## config.mk

```make
export PLATFORM = sky130hd
export DESIGN_NAME = fpd_eq_compare
export DESIGN_NICKNAME = d
export VERILOG_FILES = /design/src/rtl/fpdeq_pkg.sv /design/src/rtl/fpdeq_decode.sv /design/src/rtl/fpdeq_classify.sv /design/src/rtl/fpdeq_cr_merge.sv /design/src/rtl/fpd_eq_compare.sv
export SDC_FILE = /design/constraint.sdc
export NUM_CORES = 1
export LEC_CHECK = 0
export ABC_AREA = 1
export BUFFER_PORTS_ARGS = -buffer_cell sky130_fd_sc_hd__buf_2
export CAP_MARGIN = 30
export CORE_ASPECT_RATIO = 2
export CORE_MARGIN = 4
export CORE_UTILIZATION = 39
export DETAILED_ROUTE_END_ITERATION = 10
export PLACE_DENSITY = 0.82
export SLEW_MARGIN = 20
export SYNTH_ARGS = -nofsm -noshare
export SYNTH_HDL_FRONTEND = slang
export SYNTH_SLANG_ARGS = --single-unit
export TNS_END_PERCENT = 30
```

## constraint.sdc

```tcl
create_clock -name clk -period 1.3 [get_ports clk]
set_clock_uncertainty 0.15 [all_clocks]
set_input_delay 0.39 -clock clk [delete_from_list [all_inputs] [get_ports clk]]
set_output_delay 0.39 -clock clk [all_outputs]
set_load 0.05 [all_outputs]
```

## src/rtl/fpdeq_pkg.sv

```systemverilog
package fpdeq_pkg;
  localparam int INSN_W    = 32;
  localparam int PRIM_LSB  = 26;
  localparam int PRIM_W    = 6;
  localparam logic [PRIM_W-1:0] PRIM_CODE = 6'b000100;
  localparam int FLD_LSB   = 23;
  localparam int FLD_W     = 3;
  localparam int RSV_LSB   = 21;
  localparam int RSV_W     = 2;
  localparam int XO_W      = 11;
  localparam logic [XO_W-1:0] XO_CODE = 11'b01011101110;
  localparam int REGS_LSB  = XO_W;
  localparam int REGS_W    = RSV_LSB - XO_W;

  typedef struct packed {
    logic inv;
    logic hguard;
    logic hsticky;
    logic guard;
    logic sticky;
  } fstat_t;

  localparam int STAT_W = $bits(fstat_t);
  localparam fstat_t STAT_INVALID = '{inv: 1'b1, default: 1'b0};

  typedef struct packed {
    logic zero;
    logic inf_nan;
    logic denorm;
  } opnd_class_t;
endpackage

```

## src/rtl/fpdeq_decode.sv

```systemverilog
module fpdeq_decode
  import fpdeq_pkg::*;
(
  input  logic [INSN_W-1:0] insn,
  output logic              match,
  output logic [FLD_W-1:0]  field_idx
);
  logic prim_ok, rsv_ok, xo_ok;
  logic unused_reg_fields;

  assign prim_ok   = insn[PRIM_LSB +: PRIM_W] == PRIM_CODE;
  assign rsv_ok    = insn[RSV_LSB +: RSV_W] == '0;
  assign xo_ok     = insn[0 +: XO_W] == XO_CODE;
  assign match     = prim_ok & rsv_ok & xo_ok;
  assign field_idx = insn[FLD_LSB +: FLD_W];

  // register selectors are read elsewhere; the compare takes operands directly
  assign unused_reg_fields = ^insn[REGS_LSB +: REGS_W];
endmodule

```

## src/rtl/fpdeq_classify.sv

```systemverilog
module fpdeq_classify
  import fpdeq_pkg::*;
#(
  parameter int EXP_W  = 11,
  parameter int FRAC_W = 52
) (
  input  logic [EXP_W+FRAC_W-1:0] mag,
  output opnd_class_t             cls
);
  logic [EXP_W-1:0]  expo;
  logic [FRAC_W-1:0] frac;
  logic exp_ones, exp_zero, frac_zero;

  assign expo      = mag[FRAC_W +: EXP_W];
  assign frac      = mag[0 +: FRAC_W];
  assign exp_ones  = &expo;
  assign exp_zero  = ~|expo;
  assign frac_zero = ~|frac;

  always_comb begin
    cls.zero    = exp_zero & frac_zero;
    cls.inf_nan = exp_ones;
    cls.denorm  = exp_zero & ~frac_zero;
  end
endmodule

```

## src/rtl/fpdeq_cr_merge.sv

```systemverilog
module fpdeq_cr_merge #(
  parameter int CR_W    = 32,
  parameter int FIELD_W = 4,
  parameter int IDX_W   = 3
) (
  input  logic [CR_W-1:0]  cr_in,
  input  logic [IDX_W-1:0] idx,
  input  logic             res_bit,
  output logic [CR_W-1:0]  cr_merged
);
  localparam int NFIELD = CR_W / FIELD_W;

  logic [FIELD_W-1:0] new_field;

  always_comb begin
    new_field = '0;
    new_field[FIELD_W-2] = res_bit;
  end

  // field 0 is the most significant group of bits
  for (genvar g = 0; g < NFIELD; g++) begin : g_field
    localparam int LO = CR_W - FIELD_W * (g + 1);
    assign cr_merged[LO +: FIELD_W] =
      (idx == IDX_W'(g)) ? new_field : cr_in[LO +: FIELD_W];
  end
endmodule

```

## src/rtl/fpd_eq_compare.sv

```systemverilog
module fpd_eq_compare
  import fpdeq_pkg::*;
#(
  parameter int EXP_W   = 11,
  parameter int FRAC_W  = 52,
  parameter int CR_W    = 32,
  parameter int FIELD_W = 4
) (
  input  logic                      clk,
  input  logic                      rst_n,
  input  logic                      in_valid,
  output logic                      in_ready,
  input  logic [31:0]               insn,
  input  logic [EXP_W+FRAC_W:0]     opa,
  input  logic [EXP_W+FRAC_W:0]     opb,
  input  logic [CR_W-1:0]           cr_in,
  input  logic [4:0]                stat_in,
  input  logic                      trap_en,
  output logic                      res_valid,
  input  logic                      res_ready,
  output logic [CR_W-1:0]           cr_out,
  output logic                      cr_we,
  output logic [4:0]                stat_out,
  output logic                      stat_we,
  output logic                      irq
);
  localparam int MAG_W = EXP_W + FRAC_W;
  localparam int DW    = MAG_W + 1;

  logic             match;
  logic [FLD_W-1:0] field_idx;
  logic [DW-1:0]    opnd [2];
  opnd_class_t      cls  [2];
  logic             invalid, both_zero, equal, trap;
  logic [CR_W-1:0]  cr_merged;

  logic             nxt_cr_we, nxt_stat_we;
  logic [CR_W-1:0]  nxt_cr;
  fstat_t           nxt_stat;

  logic             vld_q, cr_we_q, stat_we_q, irq_q;
  logic [CR_W-1:0]  cr_q;
  fstat_t           stat_q;
  logic             accept;

  fpdeq_decode u_decode (
    .insn      (insn),
    .match     (match),
    .field_idx (field_idx)
  );

  assign opnd[0] = opa;
  assign opnd[1] = opb;

  for (genvar k = 0; k < 2; k++) begin : g_cls
    fpdeq_classify #(.EXP_W(EXP_W), .FRAC_W(FRAC_W)) u_cls (
      .mag (opnd[k][MAG_W-1:0]),
      .cls (cls[k])
    );
  end

  assign invalid   = cls[0].inf_nan | cls[0].denorm | cls[1].inf_nan | cls[1].denorm;
  assign both_zero = cls[0].zero & cls[1].zero;
  assign equal     = (opa == opb) | both_zero;
  assign trap      = match & invalid & trap_en;

  fpdeq_cr_merge #(.CR_W(CR_W), .FIELD_W(FIELD_W), .IDX_W(FLD_W)) u_merge (
    .cr_in     (cr_in),
    .idx       (field_idx),
    .res_bit   (equal),
    .cr_merged (cr_merged)
  );

  always_comb begin
    nxt_cr_we   = match & ~trap;
    nxt_cr      = nxt_cr_we ? cr_merged : cr_in;
    nxt_stat_we = match & invalid;
    nxt_stat    = nxt_stat_we ? STAT_INVALID : fstat_t'(stat_in);
  end

  assign in_ready = ~vld_q | res_ready;
  assign accept   = in_valid & in_ready;

  always_ff @(posedge clk or negedge rst_n) begin
    if (!rst_n) begin
      vld_q     <= 1'b0;
      cr_q      <= '0;
      cr_we_q   <= 1'b0;
      stat_q    <= '0;
      stat_we_q <= 1'b0;
      irq_q     <= 1'b0;
    end else if (accept) begin
      vld_q     <= 1'b1;
      cr_q      <= nxt_cr;
      cr_we_q   <= nxt_cr_we;
      stat_q    <= nxt_stat;
      stat_we_q <= nxt_stat_we;
      irq_q     <= trap;
    end else if (res_ready) begin
      vld_q     <= 1'b0;
    end
  end

  assign res_valid = vld_q;
  assign cr_out    = cr_q;
  assign cr_we     = vld_q & cr_we_q;
  assign stat_out  = stat_q;
  assign stat_we   = vld_q & stat_we_q;
  assign irq       = vld_q & irq_q;
endmodule

```

Yosys cells after proc, flatten, opt, wreduce, memory -nomap -nowiden
Index checks and enable logic that the tools add are counted.
{ "totals": {"reg_bits": 41, "output_inout_bits": 42} }
{ "op_classes": {"n_eq_ne": 10, "reduce_logical": 13, "bitwise": 21, "muxes": 12} }
{ "op_table": {"columns": ["op", "n"], "rows": [
  ["$reduce_or 52->1", 2],
  ["$eq 64x64->1", 1],
  ["$mux 32", 1],
  ["$mux 4", 8],
  ["$reduce_and 11->1", 2],
  ["$reduce_or 11->1", 2],
  ["$and 1x1->1", 14],
  ["$eq 3x3->1 const B", 4],
  ["$eq 11x10->1 const B", 1],
  ["$eq 3x2->1 const B", 2],
  ["$eq 6x3->1 const B", 1],
  ["$mux 5", 1],
  ["$or 1x1->1", 5],
  ["$logic_not 1->1", 4],
  ["$eq 3x1->1 const B", 1],
  ["$logic_not 3->1", 1],
  ["$logic_not 2->1", 1],
  ["$mux 1", 2],
  ["$not 1->1", 2],
  ["$reduce_bool 2->1", 1]
]} }

Longest topological paths before layout
Gate-level depths: netlist (run 1).
{ "depth": {"depth_word": 11, "mapped_depth": 14, "depth_no_buf": 14} }

Modules after synthesis
Synthesis (run 1) repeated with hierarchy kept, for this count alone.
{ "hier_totals": {"cells_unflattened": 779, "area_unflattened_um2": 4241.6} }
{ "by_module_without_submodules": {"columns": ["mod", "cells_each", "seq_area_each_um2", "area_each_um2", "n_inst"], "rows": [
  ["fpd_eq_compare", 541, 1026.0, 3123.0, 1],
  ["fpdeq_classify", 63, 0.0, 280.3, 2],
  ["fpdeq_cr_merge", 91, 0.0, 457.9, 1],
  ["fpdeq_decode", 21, 0.0, 100.1, 1]
]} }

Least setup slack after synthesis (run 1)
OpenSTA, ideal clock, no wires.
{ "synth_timing": {"path_type": "register to register", "from": "reg vld_q, in the netlist res_valid", "to": "reg cr_q[15], in the netlist cr_out[15]", "arrival_ns": 1.903, "path_buffers": 1, "path_slack_ns": -0.827, "synth_period_minus_slack_ns": 2.127, "path_stages_with_launch": 7, "required_time_ns": 1.076, "setup_ns": 0.074, "cell_sequence": "dfrtp_1 -> nand2_1 -> nand2_1 -> inv_1 -> clkbuf_1 -> nand2_1 -> o21ai_2"} }
{ "synth_via": {"elab_chain_len": 3} }
{ "synth_rtl": {"columns": ["item", "line_no", "text"], "rows": [
  ["from (decl)", "fpd_eq_compare.sv:41", "logic vld_q, cr_we_q, stat_we_q, irq_q;"],
  ["from (signal assigned)", "fpd_eq_compare.sv:86", "vld_q <= 1'b0;"],
  ["from (signal assigned)", "fpd_eq_compare.sv:93", "vld_q <= 1'b1;"],
  ["from (signal assigned)", "fpd_eq_compare.sv:100", "vld_q <= 1'b0;"],
  ["$not 1->1", "fpd_eq_compare.sv:81", "assign in_ready = ~vld_q | res_ready;"],
  ["$or 1x1->1", "fpd_eq_compare.sv:81", null],
  ["named net in_ready", "fpd_eq_compare.sv:12", "output logic in_ready,"],
  ["$and 1x1->1", "fpd_eq_compare.sv:82", "assign accept = in_valid & in_ready;"],
  ["to (signal assigned)", "fpd_eq_compare.sv:94", "cr_q <= nxt_cr;"],
  ["to (decl)", "fpd_eq_compare.sv:42", "logic [CR_W-1:0] cr_q;"]
]} }
The timed path passes the listed nets, and every way through them passes these cells.
A chain may end at the register's enable or synchronous reset.

Worst setup path after layout (run 1)
{ "layout_timing": {"from": "in opa[35]", "to": "reg cr_q[13], in the netlist cr_out[13]"} }
{ "layout_via": {"elab_chain_len": 10} }
{ "layout_rtl": {"columns": ["item", "line_no", "text"], "rows": [
  ["from (decl)", "fpd_eq_compare.sv:14", "input logic [EXP_W+FRAC_W:0] opa,"],
  ["$reduce_or 52->1", "fpdeq_classify.sv:18", "assign frac_zero = ~|frac;"],
  ["$and 1x1->1", "fpdeq_classify.sv:23", "cls.denorm = exp_zero & ~frac_zero;"],
  ["$or 1x1->1 (3 in a row)", "fpd_eq_compare.sv:62", "assign invalid = cls[0].inf_nan | cls[0].denorm | cls[1].inf_nan | cls[1].denorm;"],
  ["$and 1x1->1 (2 in a row)", "fpd_eq_compare.sv:65", "assign trap = match & invalid & trap_en;"],
  ["$not 1->1", "fpd_eq_compare.sv:75", "nxt_cr_we = match & ~trap;"],
  ["$and 1x1->1", "fpd_eq_compare.sv:75", null],
  ["$mux 32", "fpd_eq_compare.sv:76", "nxt_cr = nxt_cr_we ? cr_merged : cr_in;"]
]} }
No other way between the ends.

==> summary.txt, run 1 <==
Clock network
  – Clock latency on the worst-skew pair: slightly below 0.3 ns
  – Clk slew on worst S/H paths: ~0.060 ns
  – Clk buf depth: 2
  – # H-tree levels: 2
  – Clock buffer count from CTS: 5
  – CTS tree: done
  – Clk sinks: between 40 and 50
  – Root buffer cell: clkbuf_16

Timing
  – Final worst slack: -0.501 ns
  – Pins Over Slew Limit: 0
  – Setup TNS: -21.43 ns
  – WHS: 0.170 ns
  – Worst-margin pin slew: around 0.36 ns
  – Period utilisation layout: 1.39
  – RSZ-0062 raised after global routing: yes
  – Max Freq: about 0.56 GHz
  – Final hold vios: 0
  – Min cycle time layout: around 1.8 ns
  – Rel. slew slack: 0.758
  – # setup viols final: 82

Critical path
  – Critical path class: primary input to register
  – Worst-path fanout max: 7
  – Worst path max stage delay: approximately 0.14 ns
  – CP max-delay cell: nand3_4
  – Critical Path Sink Type: register
  – CP Cell Sequence: buf_2 -> nor2_1 -> nand2_1 -> nor2_1 -> nand2_1 -> nor2_1 -> nand2_1 -> nand2_2 -> nand3_4 -> nand3_4 -> nand2_8 -> buf_6 -> nor2_8 -> o21ai_2
  – WP data required: roughly 1.3 ns
  – Critical Path AT: 1.83 ns
  – CP startpoint kind: primary input

Yosys
  – Syn avg cell area: ~5.7 µm²
  – Synth cell types: 23
  – Syn_nets: 858
  – Syn Inst Count: about 660
  – #FFs+latches synth: just over 40
  – YS warnings: 0
  – Synth Cell Area: about 3800 µm²
  – Simple-Gate Fraction of Synth Area: 0.504
  – Post-Synth XOR/XNOR Area: 0.0747
  – Post-synthesis sequential area ratio: 0.273
  – Synth Area in Adders: 0
  – Compound-Gate Fraction of Synth Area: 0.0447
  – Main combinational cell family by area after synthesis: simple AND/OR/NAND/NOR gates
  – Mux share of post-synthesis cell area: 0

Global route
  – Vias in the first global route: 5035
  – Met2 Use GR: 0.491
  – M1 GR Usage: 0.206
  – Initial antenna violation count: 3
  – First-pass GRT wire length: approximately 22000 µm
  – GRT Overall Usage: 0.243
  – Global route overflow: 0
  – Gr busiest metal: met2
  – Met3 Usage GRT: 0.0405
  – Largest net degree at the start of global routing: 33

Power
  – Leakage: roughly 3.6 nW
  – VDD IR-drop max: around 0.69 mV
  – Power Density: between 800 and 900 nW/µm²

Floorplan
  – Core footprint: roughly 9400 µm²
  – Die Span Y: 147 µm
  – Die Area: between 10000 and 15000 µm²
  – Row cnt: 50
  – IO Pins: approximately 240
  – Die span in x: between 70 and 80 µm
  – Initial Utilization: 0.400

Outcome
  – Status: complete, but fails checks
  – Failing checks: negative setup slack

Cells and area
  – Syn-to-layout area delta: 70.8%
  – Multi-input gate area: roughly 2600 µm²
  – Register area: roughly 1000 µm²
  – Most common cell after layout, fill and taps aside: nand2_1
  – Nets@finish: about 1200
  – Most frequent cells in the layout: nand2_1, buf_2, nor2_1
  – Fill cells: 734
  – Layout cell share with drive strength beyond 1: 0.396

Detailed routing
  – Antenna Nets Post-Route: 0
  – DRT Wirelength: ~15000 µm
  – Drt first pass iters: 4
  – Per-cell routed wire length: 14.0 µm
  – Via count: between 5000 and 6000
  – Initial DRC count: approximately 180
  – DRC: 0
  – Vias/cell: between 4 and 5

Min path
  – Worst hold-check path type: primary input to register

Placement
  – Count of input and output buffers: 233
  – HPWL reported at the end of detailed placement: 11600 µm
  – Gpl congestion: between 0.8 and 0.9

Job
  – Max_cap viols: 0
## where the power goes
| part | switching (mW) | leakage [nW] | internal, mW |
|---|---|---|---|
| clock network | 0.504 | 0.0809 | 0.903 |
| registers | 0.137 | 0.503 | 1.45 |
| logic | 1.37 | 2.99 | 0.983 |
| total | 2.02 | 3.57 | 3.33 |
## synth_stat cells, drive strengths merged
| master | n | area [µm²] |
|---|---|---|
| nand3 | 29 | 163 |
| or2 | 2 | 12.5 |
| dfrtp | 41 | 1030 |
| clkbuf | 8 | 50.1 |
| nor2 | 158 | 609 |
| nand4 | 7 | 43.8 |
| nor4 | 2 | 27.5 |
| o21ai | 26 | 141 |
| nor3 | 19 | 95.1 |
| nand2 | 242 | 938 |
| xor2 | 32 | 280 |
| inv | 85 | 319 |
| a21boi | 1 | 11.3 |
| buf | 1 | 20.0 |
| a21oi | 3 | 15.0 |
## layout make-up
type,instances,area share
Sequential cell,41,0.160
Tap cell,104,0.0203
Clock buffer,6,0.0201
Multi-Input combinational cell,522,0.407
Timing Repair Buffer,294,0.336
Inverter,85,0.0498
Antenna cell,2,0.000781
Clock inverter,2,0.00547
## path summary, 6_finish.rpt
path	cells past startpoint	slack, ns	startpoint	end
worst min-delay path	3	0.17	stat_in[0]	stat_out[0]$_DFFE_PN0P_
worst max register to register	6	-0.20	res_valid$_DFFE_PN0P_	cr_out[8]$_DFFE_PN0P_
worst min register to register	2	0.35	cr_out[30]$_DFFE_PN0P_	cr_out[30]$_DFFE_PN0P_
worst max-delay path	14	-0.50	opa[35]	cr_out[13]$_DFFE_PN0P_
min in group asynchronous	2	0.36	rst_n	stat_out[3]$_DFFE_PN0P_
max in group asynchronous	3	0.18	rst_n	res_valid$_DFFE_PN0P_
## sequential cells by signal (all words and copies together) (netlist names)
signal	count
cr_out	32
cr_we_q	1
irq_q	1
res_valid	1
stat_out	5
stat_we_q	1
## worst max-delay path: cells and delay by family
kind                   cells  cell delay, ns
and+or+nand+nor           11            1.12
AOI/OAI and AO/OA          1            0.06
buffers and inverters      2            0.25
## cells by family after synthesis
group                     Yosys count
AOI/OAI and AO/OA                  30
xor gates and xnor gates           32
DFF                                41
buffers and inverters              94
and+or+nand+nor                   459
## through the flow
| step | setup slack (ns) | utilization | power, mW | instances | area, µm² |
|---|---|---|---|---|---|
| finish | -0.501 | 0.683 | 5.35 | 1056 | 6410 |
| global route | -0.674 | 0.683 | 5.62 | 1056 | 6410 |
| CTS | -0.497 | 0.648 | 5.23 | 1054 | 6080 |
| detailed placement | -1.01 | 0.581 | 3.55 | 1041 | 5450 |
| global placement | -0.940 | 0.581 | 3.51 | 1041 | 5450 |
| floorplan | -0.511 | - | 2.73 | 656 | 3760 |
## timing repair
| action | CTS | global route |
|---|---|---|
| resized for setup | 127 | 90 |
| cloned | 1 | 0 |
| endpoints found under the hold margin | 9 | 0 |
| buffers inserted | 3 | 0 |
| pin swaps | 21 | 46 |
| setup endpoints to repair | 82 | 82 |
| hold buffers | 1 | 0 |
## metal layers
| metal | share of wire | vias up |
|---|---|---|
| met2 | 0.58 | 229 |
| li1 | - | 2575 |
| met3 | 0.060 | 58 |
| met4 | 0.063 | 2 |
| met1 | 0.30 | 2263 |
| met5 | 0.00088 | - |
Power figures use the tool's default switching activity.
==> inputs of run 2 (changes only) <==
- CORE_ASPECT_RATIO: 2 -> 0.9
- CORE_MARGIN: 4 -> not set
==> run 2 against run 1 <==
Compared with the run above: the run still ends with negative setup slack left; combinational power hardly changed; via count is essentially flat; critical path type unchanged; sequential power is essentially flat; global-route usage grew 1.5 points.
==> summary.txt, run 2 (same netlist as run 1, synthesis figures left out) <==
Min path
  – Worst hold-check path type: primary input to register

Clock network
  – CTS tree: done
  – Clk sinks: 41
  – Root buffer cell: clkbuf_8
  – Clock latency on the worst-skew pair: 0.29 ns
  – Clk buf depth: 2
  – Clk slew on worst S/H paths: approximately 0.080 ns
  – Clock buffer count from CTS: 5
  – # H-tree levels: 2

Critical path
  – Worst-path fanout max: 8
  – CP Launch Point: opb[40]
  – Critical Path Stages: 14
  – Buf+Inv Stages, Crit Path: 2
  – Critical Path Sink Type: register
  – Worst setup endpoint: cr_out[18]$_DFFE_PN0P_
  – CP most frequent cell: nand2_1
  – Worst path max stage delay: 0.21 ns
  – R2R setup slack: -0.21 ns
  – Critical path class: primary input to register
  – Largest delay contributor family on the critical path: simple AND/OR/NAND/NOR gates
  – R2R Path Start: res_valid$_DFFE_PN0P_
  – WP data required: 1.38 ns
  – CP startpoint kind: primary input
  – Critical Path AT: between 1.5 and 2 ns
  – CP Cell Sequence: buf_6 -> or2_0 -> nor2_1 -> nand2_1 -> nor2_1 -> nand2_1 -> buf_4 -> nor2_2 -> nand2_4 -> nand3_1 -> nand2_1 -> nand2_1 -> nand3_2 -> nand2_1
  – FF-to-FF path depth: 6
  – CP max-delay cell: or2_0
  – RR Endpoint: cr_out[1]$_DFFE_PN0P_

Floorplan
  – Die Area: between 10000 and 15000 µm²
  – IO Pins: between 200 and 250
  – Initial Utilization: 0.408
  – Core footprint: approximately 9000 µm²
  – Row cnt: 33
  – Die Span Y: about 95 µm
  – Die span in x: between 100 and 150 µm

Cells and area
  – Number of flip-flops in the largest register: 32
  – Layout cell share with drive strength beyond 1: 0.400
  – Final Instance Count excl. Fillers: approximately 1100
  – Fill cells: between 700 and 800
  – Core Util, Final: 0.690
  – Most common cell after layout, fill and taps aside: nand2_1
  – Syn-to-layout area delta: 69.3%
  – Final Cell Area: about 6400 µm²
  – Most frequent cells in the layout: nand2_1, buf_2, nor2_1
  – Nets@finish: ~1200
  – Antenna Cells: 0

Timing
  – Worst-margin pin slew: 0.366 ns
  – Pins Over Slew Limit: 0
  – RSZ-0062 raised after global routing: yes
  – Min cycle time layout: roughly 1.9 ns
  – Period utilisation layout: 1.45
  – # setup viols final: 82
  – Max Freq: about 0.53 GHz
  – Final worst slack: -0.582 ns
  – Rel. slew slack: 0.754
  – Setup TNS: -23.46 ns
  – Final hold vios: 0

Detailed routing
  – Via count: 5128
  – Initial DRC count: roughly 280
  – DRC: 0
  – Per-cell routed wire length: between 10 and 15 µm
  – Drt first pass iters: 6
  – Antenna Nets Post-Route: 0
  – DRT Wirelength: ~13000 µm
  – Vias/cell: roughly 4.6

Global route
  – First-pass GRT wire length: approximately 21000 µm
  – GRT Overall Usage: 0.258
  – Initial antenna violation count: 0
  – Vias in the first global route: 4820
  – Largest net degree at the start of global routing: 42
  – Global route overflow: 0

Power
  – VDD IR-drop max: a little under 0.7 mV
  – Leakage: approximately 3.7 nW
  – Total power: 4.82 mW
  – Power Density: approximately 760 nW/µm²

Job
  – Max_cap viols: 0

Placement
  – Placed Cells: around 1100
  – Count of input and output buffers: around 230
  – Gpl congestion: between 0.8 and 0.9
  – Post-place instance area: 5710 µm²
  – HPWL reported at the end of detailed placement: about 10000 µm

Outcome
  – Failing checks: negative setup slack
  – Status: complete, but fails checks
-- run 2: cell types whose count changed in the layout (fill, tap and decap cells not counted), sizes merged --
| cell | previous run | this run |
|---|---|---|
| nand2 | 243 | 242 |
| buf | 293 | 331 |
| bufinv | 1 | 0 |
| clkinv | 1 | 2 |
| diode | 2 | 0 |
-- run 2: what timing repair did --
action | 4_1_cts | 5_1_grt
pin swaps | 24 | 19
setup endpoints to repair | 82 | 82
cloned | 0 | 0
resized for setup | 129 | 28
buffers inserted | 6 | 0
endpoints found under the hold margin | 41 | 0
hold buffers | 1 | 0
-- run 2: routing by layer --
| layer | routed length (µm) | GRT usage |
|---|---|---|
| met5 | 0 | 0 |
| met4 | 456 | 0.0915 |
| met3 | 792 | 0.0465 |
| met2 | 6650 | 0.484 |
| met1 | 5500 | 0.295 |
-- run 2: metrics by stage --
step / hold WS, ns / setup WS, ns
floorplan: -0.0556 / -0.511
global placement: 0.223 / -0.853
detailed placement: 0.225 / -0.895
CTS: 0.170 / -0.523
global route: 0.178 / -0.667
finish: 0.172 / -0.582
-- run 2: tightest hold or removal path, cell delays in order --
cell and delay (ns):
buf_2 0.07, nand3_1 0.06, nand2_1 0.06
-- run 2: area by class of cell --
type | count | area (µm²) | area share
clock inverters | 2 | 13.8 | 0.00217
repair buffers | 332 | 2240 | 0.352
well taps | 122 | 153 | 0.0240
clock buffers | 6 | 82.6 | 0.0130
multi-input cells | 521 | 2520 | 0.397
flip-flops and latches | 41 | 1030 | 0.162
inverters | 85 | 319 | 0.0502
-- run 2: worst min-delay path by stage --
stage / depth (start not counted) / from / slack, ns / end
2_1_floorplan: 0 / rst_n / -0.06 / cr_out[0]$_DFFE_PN0P_
3_3_place_gp: 2 / rst_n / 0.22 / cr_out[19]$_DFFE_PN0P_
3_5_place_dp: 2 / rst_n / 0.23 / cr_out[19]$_DFFE_PN0P_
4_1_cts: 3 / stat_in[2] / 0.17 / stat_out[2]$_DFFE_PN0P_
5_1_grt: 3 / stat_in[3] / 0.18 / stat_out[3]$_DFFE_PN0P_
6_report: 3 / stat_in[2] / 0.17 / stat_out[2]$_DFFE_PN0P_
-- run 2: where the power goes --
part | internal, mW | total [mW] | switching (mW)
clock | 0.431 | 0.887 | 0.456
combinational | 0.977 | 2.34 | 1.36
sequential | 1.45 | 1.59 | 0.143
